[config.mk]
export PLATFORM = sky130hd
export DESIGN_NAME = cla_inc64
export DESIGN_NICKNAME = d
export VERILOG_FILES = /design/src/rtl/cla_pkg.sv /design/src/rtl/cla_bitpg.sv /design/src/rtl/cla_group4.sv /design/src/rtl/cla_carry4.sv /design/src/rtl/cla_sumxor.sv /design/src/rtl/cla_inc64.sv
export SDC_FILE = /design/constraint.sdc
export NUM_CORES = 1
export LEC_CHECK = 0
export CORE_UTILIZATION = 43
export DETAILED_ROUTE_END_ITERATION = 12
export DONT_BUFFER_PORTS = 1
export GPL_ROUTABILITY_DRIVEN = 1
export GPL_TIMING_DRIVEN = 0
export SYNTH_ARGS = -nofsm -noshare
export SYNTH_HDL_FRONTEND = slang
export SYNTH_HIERARCHICAL = 1
export SYNTH_SLANG_ARGS = --single-unit
[constraint.sdc]
create_clock -name vclk -period 4.8
set_input_delay 0.72 -clock vclk [all_inputs]
set_output_delay 0.72 -clock vclk [all_outputs]
set_load 0.05 [all_outputs]
[src/rtl/cla_pkg.sv]
// Package: shared sizing helpers for the radix-4 lookahead tree.
// Assumes the tree radix is fixed at four and the width is 4**levels.
package cla_pkg;

    localparam int RADIX = 4;

    typedef logic [RADIX-1:0] quad_t;

    // Number of nodes on tree level lvl (level 0 = individual bits).
    function automatic int lvl_nodes(input int lvl, input int width);
        return width >> (2 * lvl);
    endfunction

    // Index of the first node of level lvl in the flat node vector.
    function automatic int lvl_off(input int lvl, input int width);
        int acc;
        acc = 0;
        for (int i = 0; i < lvl; i++) begin
            acc += width >> (2 * i);
        end
        return acc;
    endfunction

endpackage

[src/rtl/cla_bitpg.sv]
// Module: bit stage. Forms bit generate/propagate and the effective carry-in.
// Assumes: in increment mode B and the carry-in are discarded, every
// generate is forced low and the propagate equals the A bit.
module cla_bitpg #(
    parameter int WIDTH = 64
) (
    input  logic [WIDTH-1:0] a,
    input  logic [WIDTH-1:0] b,
    input  logic             cin,
    input  logic             inc_mode,
    output logic [WIDTH-1:0] g,
    output logic [WIDTH-1:0] p,
    output logic             c0
);

    // Per-bit generate and propagate, with the mode folded in.
    always_comb begin
        for (int i = 0; i < WIDTH; i++) begin
            g[i] = ~inc_mode & a[i] & b[i];
            p[i] = inc_mode ? a[i] : (a[i] ^ b[i]);
        end
    end

    // Carry into bit 0: forced high when incrementing.
    always_comb begin
        c0 = inc_mode | cin;
    end

endmodule

[src/rtl/cla_group4.sv]
// Module: radix-4 group cell. Merges four child generate/propagate pairs
// into one parent pair. Assumes child 3 is the most significant.
// Each gate has at most four inputs.
module cla_group4 (
    input  cla_pkg::quad_t g_in,
    input  cla_pkg::quad_t p_in,
    output logic           g_out,
    output logic           p_out
);

    // Parent generate: a child generates and all higher children propagate.
    always_comb begin
        g_out = g_in[3]
              | (p_in[3] & g_in[2])
              | (p_in[3] & p_in[2] & g_in[1])
              | (p_in[3] & p_in[2] & p_in[1] & g_in[0]);
    end

    // Parent propagate: all four children propagate.
    always_comb begin
        p_out = p_in[3] & p_in[2] & p_in[1] & p_in[0];
    end

endmodule

[src/rtl/cla_carry4.sv]
// Module: radix-4 carry cell. Takes the carry into a parent span and the
// lower three children's generate/propagate pairs. Produces the carry into
// each of the four children. Every gate has at most four inputs.
module cla_carry4 (
    input  logic       cin,
    input  logic [2:0] g_in,
    input  logic [2:0] p_in,
    output logic [3:0] c_out
);

    // Lookahead carries into children 0..3 of the span.
    always_comb begin
        c_out[0] = cin;
        c_out[1] = g_in[0] | (p_in[0] & cin);
        c_out[2] = g_in[1]
                 | (p_in[1] & g_in[0])
                 | (p_in[1] & p_in[0] & cin);
        c_out[3] = g_in[2]
                 | (p_in[2] & g_in[1])
                 | (p_in[2] & p_in[1] & g_in[0])
                 | (p_in[2] & p_in[1] & p_in[0] & cin);
    end

endmodule

[src/rtl/cla_sumxor.sv]
// Module: sum stage. Each result bit is the bit propagate XOR the carry
// into that bit. Assumes p already holds the A bit in increment mode.
module cla_sumxor #(
    parameter int WIDTH = 64
) (
    input  logic [WIDTH-1:0] p,
    input  logic [WIDTH-1:0] c,
    output logic [WIDTH-1:0] s
);

    // Bitwise sum formation.
    always_comb begin
        s = p ^ c;
    end

endmodule

[src/rtl/cla_inc64.sv]
// Module: top of the lookahead adder/incrementer.
// All generate, propagate and carry terms live in one flat node vector,
// ordered level by level: bits first, then 4-bit, 16-bit and 64-bit spans.
// Group cells build the tree upward. Carry cells hand carries back down.
// Assumes a purely combinational context; there is no clock or reset.
module cla_inc64 #(
    parameter  int LEVELS = 3,
    localparam int WIDTH  = 1 << (2 * LEVELS)
) (
    input  logic [WIDTH-1:0] a,
    input  logic [WIDTH-1:0] b,
    input  logic             cin,
    input  logic             inc_mode,
    output logic [WIDTH-1:0] sum,
    output logic             cout
);

    localparam int TOTAL = cla_pkg::lvl_off(LEVELS + 1, WIDTH);
    localparam int TOPI  = cla_pkg::lvl_off(LEVELS, WIDTH);

    logic [TOTAL-1:0] g_all;
    logic [TOTAL-1:0] p_all;
    logic [TOTAL-1:0] c_all;
    logic             c0;
    logic             top_g;
    logic             top_p;

    // Level 0: bit generate/propagate and the effective carry-in.
    cla_bitpg #(.WIDTH(WIDTH)) u_bitpg (
        .a        (a),
        .b        (b),
        .cin      (cin),
        .inc_mode (inc_mode),
        .g        (g_all[WIDTH-1:0]),
        .p        (p_all[WIDTH-1:0]),
        .c0       (c0)
    );

    // Upward pass: one group cell per node on levels 1..LEVELS.
    for (genvar l = 1; l <= LEVELS; l++) begin : g_up
        for (genvar k = 0; k < cla_pkg::lvl_nodes(l, WIDTH); k++) begin : g_node
            localparam int CB = cla_pkg::lvl_off(l - 1, WIDTH) + 4 * k;
            localparam int NI = cla_pkg::lvl_off(l, WIDTH) + k;
            cla_group4 u_grp (
                .g_in  (g_all[CB +: 4]),
                .p_in  (p_all[CB +: 4]),
                .g_out (g_all[NI]),
                .p_out (p_all[NI])
            );
        end
    end

    // Root carry: the carry entering the whole word.
    assign c_all[TOPI] = c0;

    // Downward pass: one carry cell per node, feeding its four children.
    for (genvar l = LEVELS; l >= 1; l--) begin : g_down
        for (genvar k = 0; k < cla_pkg::lvl_nodes(l, WIDTH); k++) begin : g_node
            localparam int CB = cla_pkg::lvl_off(l - 1, WIDTH) + 4 * k;
            localparam int NI = cla_pkg::lvl_off(l, WIDTH) + k;
            cla_carry4 u_car (
                .cin   (c_all[NI]),
                .g_in  (g_all[CB +: 3]),
                .p_in  (p_all[CB +: 3]),
                .c_out (c_all[CB +: 4])
            );
        end
    end

    // Sum bits from bit propagates and bit carries.
    cla_sumxor #(.WIDTH(WIDTH)) u_sum (
        .p (p_all[WIDTH-1:0]),
        .c (c_all[WIDTH-1:0]),
        .s (sum)
    );

    // Root group terms and the carry out of the top bit.
    assign top_g = g_all[TOPI];
    assign top_p = p_all[TOPI];
    assign cout  = top_g | (top_p & c0);

endmodule

==> flow_metrics.tcl <==
set metrics [dict create \
    grt_pass1_vias 3253 \
    cts_hold_buffers 0 \
    hp-class "in2out" \
    yosys.cell_count.top_type "nor2_1" \
    hpwl_um 7530 \
    critPathMaxStageDelay_ns 0.79 \
    antenna_left 0 \
    hold_viol 0 \
    synth_common_cells "85 x nor2_1, 64 x a21o_1, 64 x inv_1, 64 x xor2_1, 60 x xnor2_1" \
    initial_core_util 0.444 \
    die_x_um 96.7 \
    gp_congestion 0.819 \
    slew_headroom 0.272 \
    wl_um 8580 \
    power_uw 875 \
    yosysTopAreaCell "nand2b_4" \
    period_share 0.952 \
    hold_end "sum[30]" \
    flops_and_latches 0 \
    via_per_inst 4.98 \
    critPathLaunchType "input port" \
    cp_top_family "compound AO/OA/AOI/OAI gates" \
    overflow 0 \
    dr.pass1.iters 6 \
    crit_top_cell "a21o_1" \
    antenna_found_initial 0 \
    hold_depth 2 \
    grt_pass1_wl_um 14400 \
    fp-row-count 34 \
    grt_max_degree 11 \
    peakVddDrop_mv 0.115 \
    worst-path-buf-inv 2 \
    ys_top_cells_by_area "nand2b_4 18%, xor2_1 15%, xnor2_1 14%" \
    yosysWarnings 6 \
    endpoint_kind "primary output" \
    nClkBuffers 0 \
    crit_chain "buf_6 > buf_6 > nand2b_4 > xnor2_1 > nand2_1 > nor2_1 > a21oi_1 > o21ai_1 > a21o_1 > a21o_1 > a21o_1 > a21o_1 > a21o_1 > xor2_1" \
    synth_nets 690 \
    drtIter0Drc 59 \
    critical_path.slowest_cell "xor2_1" \
    synth_seq_area_share 0 \
    antennaDiodeCount 0 \
    regArea_um2 0 \
    synth_cells 560 \
    fin_nets 692 \
    cellPowerDensity_nw_per_um2 209 \
    cp.arrival_ns 3.85 \
    fmax_mhz 219 \
    grt_usage 0.174 \
    routed-via-count 3325 \
    final_util 0.482 \
    synthesis.area_um2 3850 \
    rsz0062_at_grt "no" \
    status "completed" \
    period_needed_ns 4.57 \
    wl_per_cell_um 12.8 \
    core_area_um2 8680 \
    synth_area_per_cell_um2 6.88 \
    die_y_um 96.7 \
    worst_pin_slew_ns 1.09 \
    timing.final.max_slew_violations 0 \
    leakage_uw 0.00243 \
    syn2layout_area_growth_pct 8.48 \
    post-route-drc-count 0 \
    hp-start "a[30]" \
    port_buffers 0 \
    crit_type "in2out" \
    die_area_um2 9340 \
    hold_ws_ns 1.80 \
    io_pins 195 \
    maxCapViolations 0 \
    path_max_fanout 10 \
    yosysTopAreaCellShare 0.175 \
    netlist-cell-type-count 16 \
    setup_violations 0 \
    final_layout_size_suffix_gt1_frac 0.184 \
    cp.required_ns 4.08 \
]
==> cells in the final DEF (no fill, tap or decap), drive strengths merged <==
master and count:
nand2 42, nor2 85, or2 1, o21ai 21, nand2b 64, inv 64
buf 28, xnor2 64, a21o 64, xor2 64, a31o 21, a21oi 42
==> power by group <==
part	internal (uW)	switching, uW
Combinational	225	649
Clock	0	0
Sequential	0	0
==> through the flow <==
step / worst slack [ns] / std cells / TNS [ns] / cell area [um^2]
finish: 0.232 / 668 / 0 / 4180
global route: 0.000690 / 668 / 0 / 4180
CTS: 0.0139 / 668 / 0 / 4010
detailed placement: -0.0303 / 668 / -0.0303 / 3990
global placement: -0.0269 / 668 / -0.0269 / 3990
floorplan: 0.333 / 560 / 0 / 3850
==> logic make-up after synthesis <==
group | synth area share
compound gates | 0.254
xor+xnor | 0.299
buf+inv | 0.122
simple gates | 0.325
==> timing repair <==
| action | CTS | global route |
|---|---|---|
| setup buffers | 0 | 0 |
| resized for setup | 3 | 21 |
| endpoints found under the hold margin | 0 | 0 |
| setup endpoints to repair | 3 | 21 |
==> per-layer routing <==
metal  global-route usage  up-vias  routed length [um]
li1                     -     1751                   -
met2                0.334      110                4320
met1                0.204     1458                3470
met5                    0        -                   0
met4               0.0126        0                  73
met3               0.0354        6                 718
==> worst max-delay path by stage <==
stage,start,cells past startpoint,slack (ns),to
2_1_floorplan,inc_mode,15,0.33,sum[63]
3_3_place_gp,inc_mode,15,-0.03,sum[63]
5_1_grt,inc_mode,14,0.0007,sum[38]
3_5_place_dp,inc_mode,15,-0.03,sum[63]
4_1_cts,inc_mode,15,0.01,sum[47]
6_report,inc_mode,14,0.23,sum[38]
==> area by class of cell <==
| class | count | area [um^2] |
|---|---|---|
| plain buffers | 28 | 230 |
| inverters | 64 | 240 |
| well taps | 108 | 135 |
| multi-input cells | 468 | 3570 |
| fillers | 901 | 4500 |
Power figures use the tool's default switching activity.
